==> config.mk <==
export PLATFORM = sky130hd
export DESIGN_NAME = tlb_inval_engine
export DESIGN_NICKNAME = d
export VERILOG_FILES = /design/src/rtl/tlbi_pkg.sv /design/src/rtl/tlbi_cmd_decode.sv /design/src/rtl/tlbi_sweep_ctrl.sv /design/src/rtl/tlbi_entry_array.sv /design/src/rtl/tlb_inval_engine.sv
export SDC_FILE = /design/constraint.sdc
export NUM_CORES = 1
export LEC_CHECK = 0
export ABC_AREA = 1
export BUFFER_PORTS_ARGS = -buffer_cell sky130_fd_sc_hd__buf_4
export CORE_MARGIN = 2
export CORE_UTILIZATION = 45
export CTS_CLUSTER_DIAMETER = 100
export DETAILED_ROUTE_END_ITERATION = 8
export SYNTH_ARGS = -nofsm -noshare
export SYNTH_HDL_FRONTEND = slang
export SYNTH_SLANG_ARGS = --single-unit
export TNS_END_PERCENT = 50
==> constraint.sdc <==
create_clock -name clk -period 2 [get_ports clk]
set_input_delay 0.4 -clock clk [delete_from_list [all_inputs] [get_ports clk]]
set_output_delay 0.4 -clock clk [all_outputs]
set_load 0.05 [all_outputs]
==> src/rtl/tlbi_pkg.sv <==
package tlbi_pkg;

    localparam int ASID_W = 8;
    localparam int VPN_W  = 20;

    typedef enum logic [1:0] {
        OP_ALL_UNLOCKED = 2'd0,
        OP_BY_PAGE      = 2'd1,
        OP_BY_ASID      = 2'd2,
        OP_RSVD         = 2'd3
    } tlbi_op_e;

    typedef enum logic [1:0] {
        TGT_NONE    = 2'd0,
        TGT_INSTR   = 2'd1,
        TGT_DATA    = 2'd2,
        TGT_UNIFIED = 2'd3
    } tlbi_tgt_e;

    typedef struct packed {
        logic              valid;
        logic              lock;
        logic              glob;
        logic [ASID_W-1:0] asid;
        logic [VPN_W-1:0]  vpn;
    } tlb_entry_t;

    typedef struct packed {
        logic clr_unlocked;
        logic clr_page;
        logic start_sweep;
        logic illegal;
    } tlbi_req_t;

    function automatic logic [VPN_W-1:0] operand_vpn(input logic [31:0] opnd);
        return opnd[31:12];
    endfunction

    function automatic logic [ASID_W-1:0] operand_asid(input logic [31:0] opnd);
        return opnd[ASID_W-1:0];
    endfunction

endpackage

==> src/rtl/tlbi_cmd_decode.sv <==
module tlbi_cmd_decode
    import tlbi_pkg::*;
(
    input  logic      cmd_valid,
    input  logic      cmd_write,
    input  logic      cmd_priv,
    input  logic [1:0] cmd_target,
    input  logic [1:0] cmd_op,
    input  logic      busy,
    output tlbi_req_t req
);
    logic      accept;
    logic      legal;
    tlbi_op_e  op;
    tlbi_tgt_e tgt;

    always_comb begin
        op     = tlbi_op_e'(cmd_op);
        tgt    = tlbi_tgt_e'(cmd_target);
        accept = cmd_valid && !busy;
        legal  = cmd_write && cmd_priv && (tgt != TGT_NONE) && (op != OP_RSVD);
        req.illegal      = accept && !legal;
        req.clr_unlocked = accept && legal && (op == OP_ALL_UNLOCKED);
        req.clr_page     = accept && legal && (op == OP_BY_PAGE);
        req.start_sweep  = accept && legal && (op == OP_BY_ASID);
    end
endmodule

==> src/rtl/tlbi_sweep_ctrl.sv <==
module tlbi_sweep_ctrl
    import tlbi_pkg::*;
#(
    parameter int ENTRIES = 8,
    localparam int IDX_W = $clog2(ENTRIES)
)(
    input  logic              clk,
    input  logic              rst,
    input  logic              start,
    input  logic [ASID_W-1:0] start_asid,
    input  logic              irq,
    output logic              busy,
    output logic              check,
    output logic [IDX_W-1:0]  idx,
    output logic [ASID_W-1:0] sweep_asid,
    output logic              not_exec
);
    localparam logic [IDX_W-1:0] LAST = IDX_W'(ENTRIES - 1);

    assign check = busy && !irq;

    always_ff @(posedge clk) begin
        if (rst) begin
            busy       <= 1'b0;
            idx        <= '0;
            sweep_asid <= '0;
            not_exec   <= 1'b0;
        end else begin
            not_exec <= 1'b0;
            if (start) begin
                busy       <= 1'b1;
                idx        <= '0;
                sweep_asid <= start_asid;
            end else if (busy) begin
                if (irq) begin
                    busy     <= 1'b0;
                    not_exec <= 1'b1;
                end else if (idx == LAST) begin
                    busy <= 1'b0;
                end else begin
                    idx <= idx + 1'b1;
                end
            end
        end
    end
endmodule

==> src/rtl/tlbi_entry_array.sv <==
module tlbi_entry_array
    import tlbi_pkg::*;
#(
    parameter int ENTRIES = 8,
    localparam int IDX_W = $clog2(ENTRIES)
)(
    input  logic              clk,
    input  logic              rst,
    input  logic              clr_unlocked,
    input  logic              clr_page,
    input  logic [VPN_W-1:0]  page_vpn,
    input  logic [ASID_W-1:0] page_asid,
    input  logic              sweep_chk,
    input  logic [IDX_W-1:0]  sweep_idx,
    input  logic [ASID_W-1:0] sweep_asid,
    input  logic              fill_valid,
    input  logic [IDX_W-1:0]  fill_idx,
    input  tlb_entry_t        fill_entry,
    output logic [ENTRIES-1:0] valid_vec
);
    for (genvar g = 0; g < ENTRIES; g++) begin : g_ent
        tlb_entry_t ent;
        logic       page_hit;
        logic       sweep_hit;
        logic       kill;

        always_comb begin
            page_hit  = ent.valid && (ent.vpn == page_vpn) &&
                        (ent.glob || (ent.asid == page_asid));
            sweep_hit = sweep_chk && (sweep_idx == IDX_W'(g)) &&
                        !ent.glob && (ent.asid == sweep_asid);
            kill      = (clr_unlocked && !ent.lock) ||
                        (clr_page && page_hit) || sweep_hit;
        end

        always_ff @(posedge clk) begin
            if (rst) begin
                ent <= '0;
            end else if (fill_valid && (fill_idx == IDX_W'(g))) begin
                ent <= fill_entry;
            end else if (kill) begin
                ent.valid <= 1'b0;
            end
        end

        assign valid_vec[g] = ent.valid;
    end
endmodule

==> src/rtl/tlb_inval_engine.sv <==
module tlb_inval_engine
    import tlbi_pkg::*;
#(
    parameter int ENTRIES = 8,
    localparam int IDX_W = $clog2(ENTRIES)
)(
    input  logic               clk,
    input  logic               rst,
    input  logic               cmd_valid,
    input  logic               cmd_write,
    input  logic               cmd_priv,
    input  logic [1:0]         cmd_target,
    input  logic [1:0]         cmd_op,
    input  logic [31:0]        cmd_operand,
    input  logic               irq,
    input  logic               fill_valid,
    input  logic [IDX_W-1:0]   fill_idx,
    input  logic [19:0]        fill_vpn,
    input  logic [7:0]         fill_asid,
    input  logic               fill_global,
    input  logic               fill_lock,
    output logic               busy,
    output logic               undef_acc,
    output logic               pf_flush,
    output logic               not_exec,
    output logic [ENTRIES-1:0] valid_vec
);
    tlbi_req_t         req;
    tlb_entry_t        fill_entry;
    logic              sweep_chk;
    logic [IDX_W-1:0]  sweep_idx;
    logic [ASID_W-1:0] sweep_asid;

    tlbi_cmd_decode u_dec (
        .cmd_valid (cmd_valid),
        .cmd_write (cmd_write),
        .cmd_priv  (cmd_priv),
        .cmd_target(cmd_target),
        .cmd_op    (cmd_op),
        .busy      (busy),
        .req       (req)
    );

    tlbi_sweep_ctrl #(.ENTRIES(ENTRIES)) u_sweep (
        .clk       (clk),
        .rst       (rst),
        .start     (req.start_sweep),
        .start_asid(operand_asid(cmd_operand)),
        .irq       (irq),
        .busy      (busy),
        .check     (sweep_chk),
        .idx       (sweep_idx),
        .sweep_asid(sweep_asid),
        .not_exec  (not_exec)
    );

    always_comb begin
        fill_entry.valid = 1'b1;
        fill_entry.lock  = fill_lock;
        fill_entry.glob  = fill_global;
        fill_entry.asid  = fill_asid;
        fill_entry.vpn   = fill_vpn;
    end

    tlbi_entry_array #(.ENTRIES(ENTRIES)) u_arr (
        .clk         (clk),
        .rst         (rst),
        .clr_unlocked(req.clr_unlocked),
        .clr_page    (req.clr_page),
        .page_vpn    (operand_vpn(cmd_operand)),
        .page_asid   (operand_asid(cmd_operand)),
        .sweep_chk   (sweep_chk),
        .sweep_idx   (sweep_idx),
        .sweep_asid  (sweep_asid),
        .fill_valid  (fill_valid),
        .fill_idx    (fill_idx),
        .fill_entry  (fill_entry),
        .valid_vec   (valid_vec)
    );

    always_ff @(posedge clk) begin
        if (rst) begin
            undef_acc <= 1'b0;
            pf_flush  <= 1'b0;
        end else begin
            undef_acc <= req.illegal;
            pf_flush  <= req.clr_unlocked;
        end
    end
endmodule

==> impl_metrics.tcl <==
set metrics [dict create \
    yosys-top-cells-count "475 x nand2_1, 403 x nor2_1, 263 x dfxtp_1" \
    timing.fmax_mhz 580.0 \
    synthCells 2043 \
    grt_usage_pct 24.55 \
    post_drt_wl_per_cell_um 16.42 \
    fill_cells 3065 \
    power.switching_mw 3.208 \
    seq_area_frac_synth_pct 37.87 \
    p_int_mw 9.066 \
    grt_pass1_wl_um 63680 \
    drcViolationCount 0 \
    end_kind "flip-flop" \
    grt_remaining_overflow 0 \
    syn_nets 2125 \
    synth-async-reset-ratio_pct 0 \
    gp_congestion 0.9097 \
    syn_avg_cell_area_um2 6.805 \
    antenna_left 0 \
    clkPwrFrac_pct 42.9 \
    final.setup.tns_ns 0 \
    drv_slew 0 \
    min_period_ns 1.724 \
    min_path_type "in -> reg" \
    critPathMostFrequentCell "nand2_1" \
    setup_violations 0 \
    start_kind "flip-flop" \
    cts_setup_buffers 0 \
    path_cells "inv_1 > nand2_1 > nand2_1 > nor2_1 > nand2_1 > nor2_1 > nand2_1 > nand2_1 > nor2_1 > nand2_1 > a21oi_2" \
    ys.flop_type "dfxtp_1" \
    worstPathRequired_ns 2.43 \
    slew_headroom_pct 39.82 \
    rsz0062_at_grt "false" \
    ff2ff_path_depth 11 \
    hold_path_depth 3 \
    cts.repair.resized 0 \
    status "finished, final reports clean" \
    p_leak_nw 6.588 \
    peakVddDrop_v 0.0006618 \
    cts_hold_buffers 0 \
    fin_ws_ns 0.2758 \
    hold_ws_ns 0.1190 \
    grt_max_degree 68 \
    dieHeight_um 179.8 \
    synth_area_um2 13900 \
    cap_violations 0 \
    clkTransAtPathRegs_ns 0.06 \
    critPathSlowestCell "dfxtp_1" \
    clk_latency_ns 0.55 \
    hold_viol 0 \
    critPathKind "reg -> reg" \
    start_util_pct 45.57 \
    vias 12520 \
    first_pass_iters 5 \
    grt_pass1_vias 11480 \
    h-tree-depth 1 \
    cp_max_fo 10 \
    drive_gt1_share_pct 9.572 \
    yosysUniqueCellTypes 32 \
    area_growth_pct 11.47 \
    synth_area_leaders "dfxtp_1 38%, nand2_1 13%, xnor2_1 11%" \
    fin_util_pct 50.80 \
    period_share_pct 86.21 \
    swShare_pct 26.14 \
    drtIter0Drc 893 \
    antenna_cells 0 \
    p_comb_share_pct 11.9 \
    tightest_slew_ns 0.9013 \
    cts_tree "done" \
    design_area_um2 15500 \
    synth_edf_count 0 \
    numCtsBuffers 29 \
    yosysMostFrequentCell "nand2_1" \
    row_count 64 \
    core_area_um2 30510 \
    worstPathArrival_ns 2.15 \
    port_buffers 83 \
    slowest_delay_ns 0.60 \
    synth_seq_cells 263 \
    ys_warn_count 0 \
    netlist.top_cell.by_area "dfxtp_1" \
    p_per_area_nw_per_um2 792.0 \
    clock_path_buffers 3 \
    worst-r2r-setup-slack_ns 0.28 \
    viasPerCell 5.057 \
    cts.sinks 263 \
    yosysTopAreaCellShare_pct 37.87 \
    dieWidth_um 179.8 \
    die_area_um2 32320 \
    cts-root-buf "clkbuf_16" \
    fin_skew_ns 0.01260 \
    p_seq_share_pct 45.2 \
    grt_antenna_before_repair 0 \
    dp_hpwl_um 27490 \
    fin_nets 2140 \
    place_area_um2 14570 \
    ios 88 \
    wl_um 40630 \
    pre_cts_ws_ns 0.1377 \
]
stage by stage:
stage | power, mW | cells
2_1_floorplan | 6.685 | 2043
3_3_place_gp | 7.091 | 2423
3_5_place_dp | 7.115 | 2423
4_1_cts | 12.36 | 2475
5_1_grt | 12.75 | 2475
6_report | 12.27 | 2475
state kept, by name (all words and copies together), names as in the netlist:
signal,flops
u_sweep.sweep_asid,8
u_sweep.idx,3
u_arr.g_ent.ent,240
pf_flush,1
undef_acc,1
u_sweep.not_exec,1
u_sweep.busy,1
u_arr.valid_vec,8
power by group through the flow:
stage	combinational (mW)	clock [mW]	sequential (mW)
finish	1.46	5.27	5.55
global route	1.63	5.55	5.57
CTS	1.46	5.35	5.55
detailed placement	1.46	0	5.66
global placement	1.44	0	5.65
floorplan	1.05	0	5.63
per-layer routing:
layer  wire (µm)  GRT usage (%)  part of all wire (%)
met1       18950          33.30                    47
met4        1370          8.293                   3.4
met2       18420          40.51                    45
met3        1885          2.938                   4.6
met5           0              0                     0
cell usage in the layout (no fill, tap or decap), drive strengths merged:
cell,synthesis,routed
o22ai,3,3
buf,103,113
bufinv,0,1
clkbuf,26,45
nand2,480,480
a21oi,125,125
nand3,16,16
nor3,1,1
o21ai,254,254
clkinv,0,6
xnor2,176,176
xor2,2,2
ha,6,6
o211ai,1,1
or2,2,2
dfxtp,263,263
nor2,414,414
nand4,13,13
inv,157,157
nor3b,1,1
critical path: cells and delay by family (launching register included):
| kind | cells | cell delay (ns) |
|---|---|---|
| and+or+nand+nor | 9 | 0.76 |
| DFF | 1 | 0.60 |
| AOI/OAI and AO/OA | 1 | 0.04 |
| buffers and inverters | 1 | 0.21 |
worst paths after layout:
kind	to	start
setup / recovery	u_arr.valid_vec[0]$_SDFFE_PP0P_	u_sweep.sweep_asid[0]$_SDFFE_PP0P_
hold / removal	undef_acc$_SDFF_PP0_	cmd_op[1]
setup reg to reg	u_arr.valid_vec[0]$_SDFFE_PP0P_	u_sweep.sweep_asid[0]$_SDFFE_PP0P_
hold reg to reg	u_arr.g_ent[7].ent[1]$_SDFFE_PP0P_	u_arr.g_ent[7].ent[1]$_SDFFE_PP0P_
layout make-up:
| type | count | area, µm² | share of cell area (%) |
|---|---|---|---|
| Clock inverter | 7 | 63.81 | 0.4118 |
| Clock buffer | 45 | 865.8 | 5.587 |
| Sequential cell | 263 | 5265 | 33.97 |
| Multi-Input combinational cell | 1494 | 7267 | 46.89 |
| Timing Repair Buffer | 113 | 935.9 | 6.039 |
| Tap cell | 396 | 495.5 | 3.197 |
| Inverter | 157 | 604.3 | 3.900 |
kinds of logic after synthesis:
group,Yosys count,share of synthesized area [%]
adders and majority gates,6,0.5399
buffers and inverters,286,9.863
DFF,263,37.87
and+or+nand+nor,927,26.50
xor gates and xnor gates,178,11.21
AOI/OAI and AO/OA,383,14.01
Power figures use the tool's default switching activity.
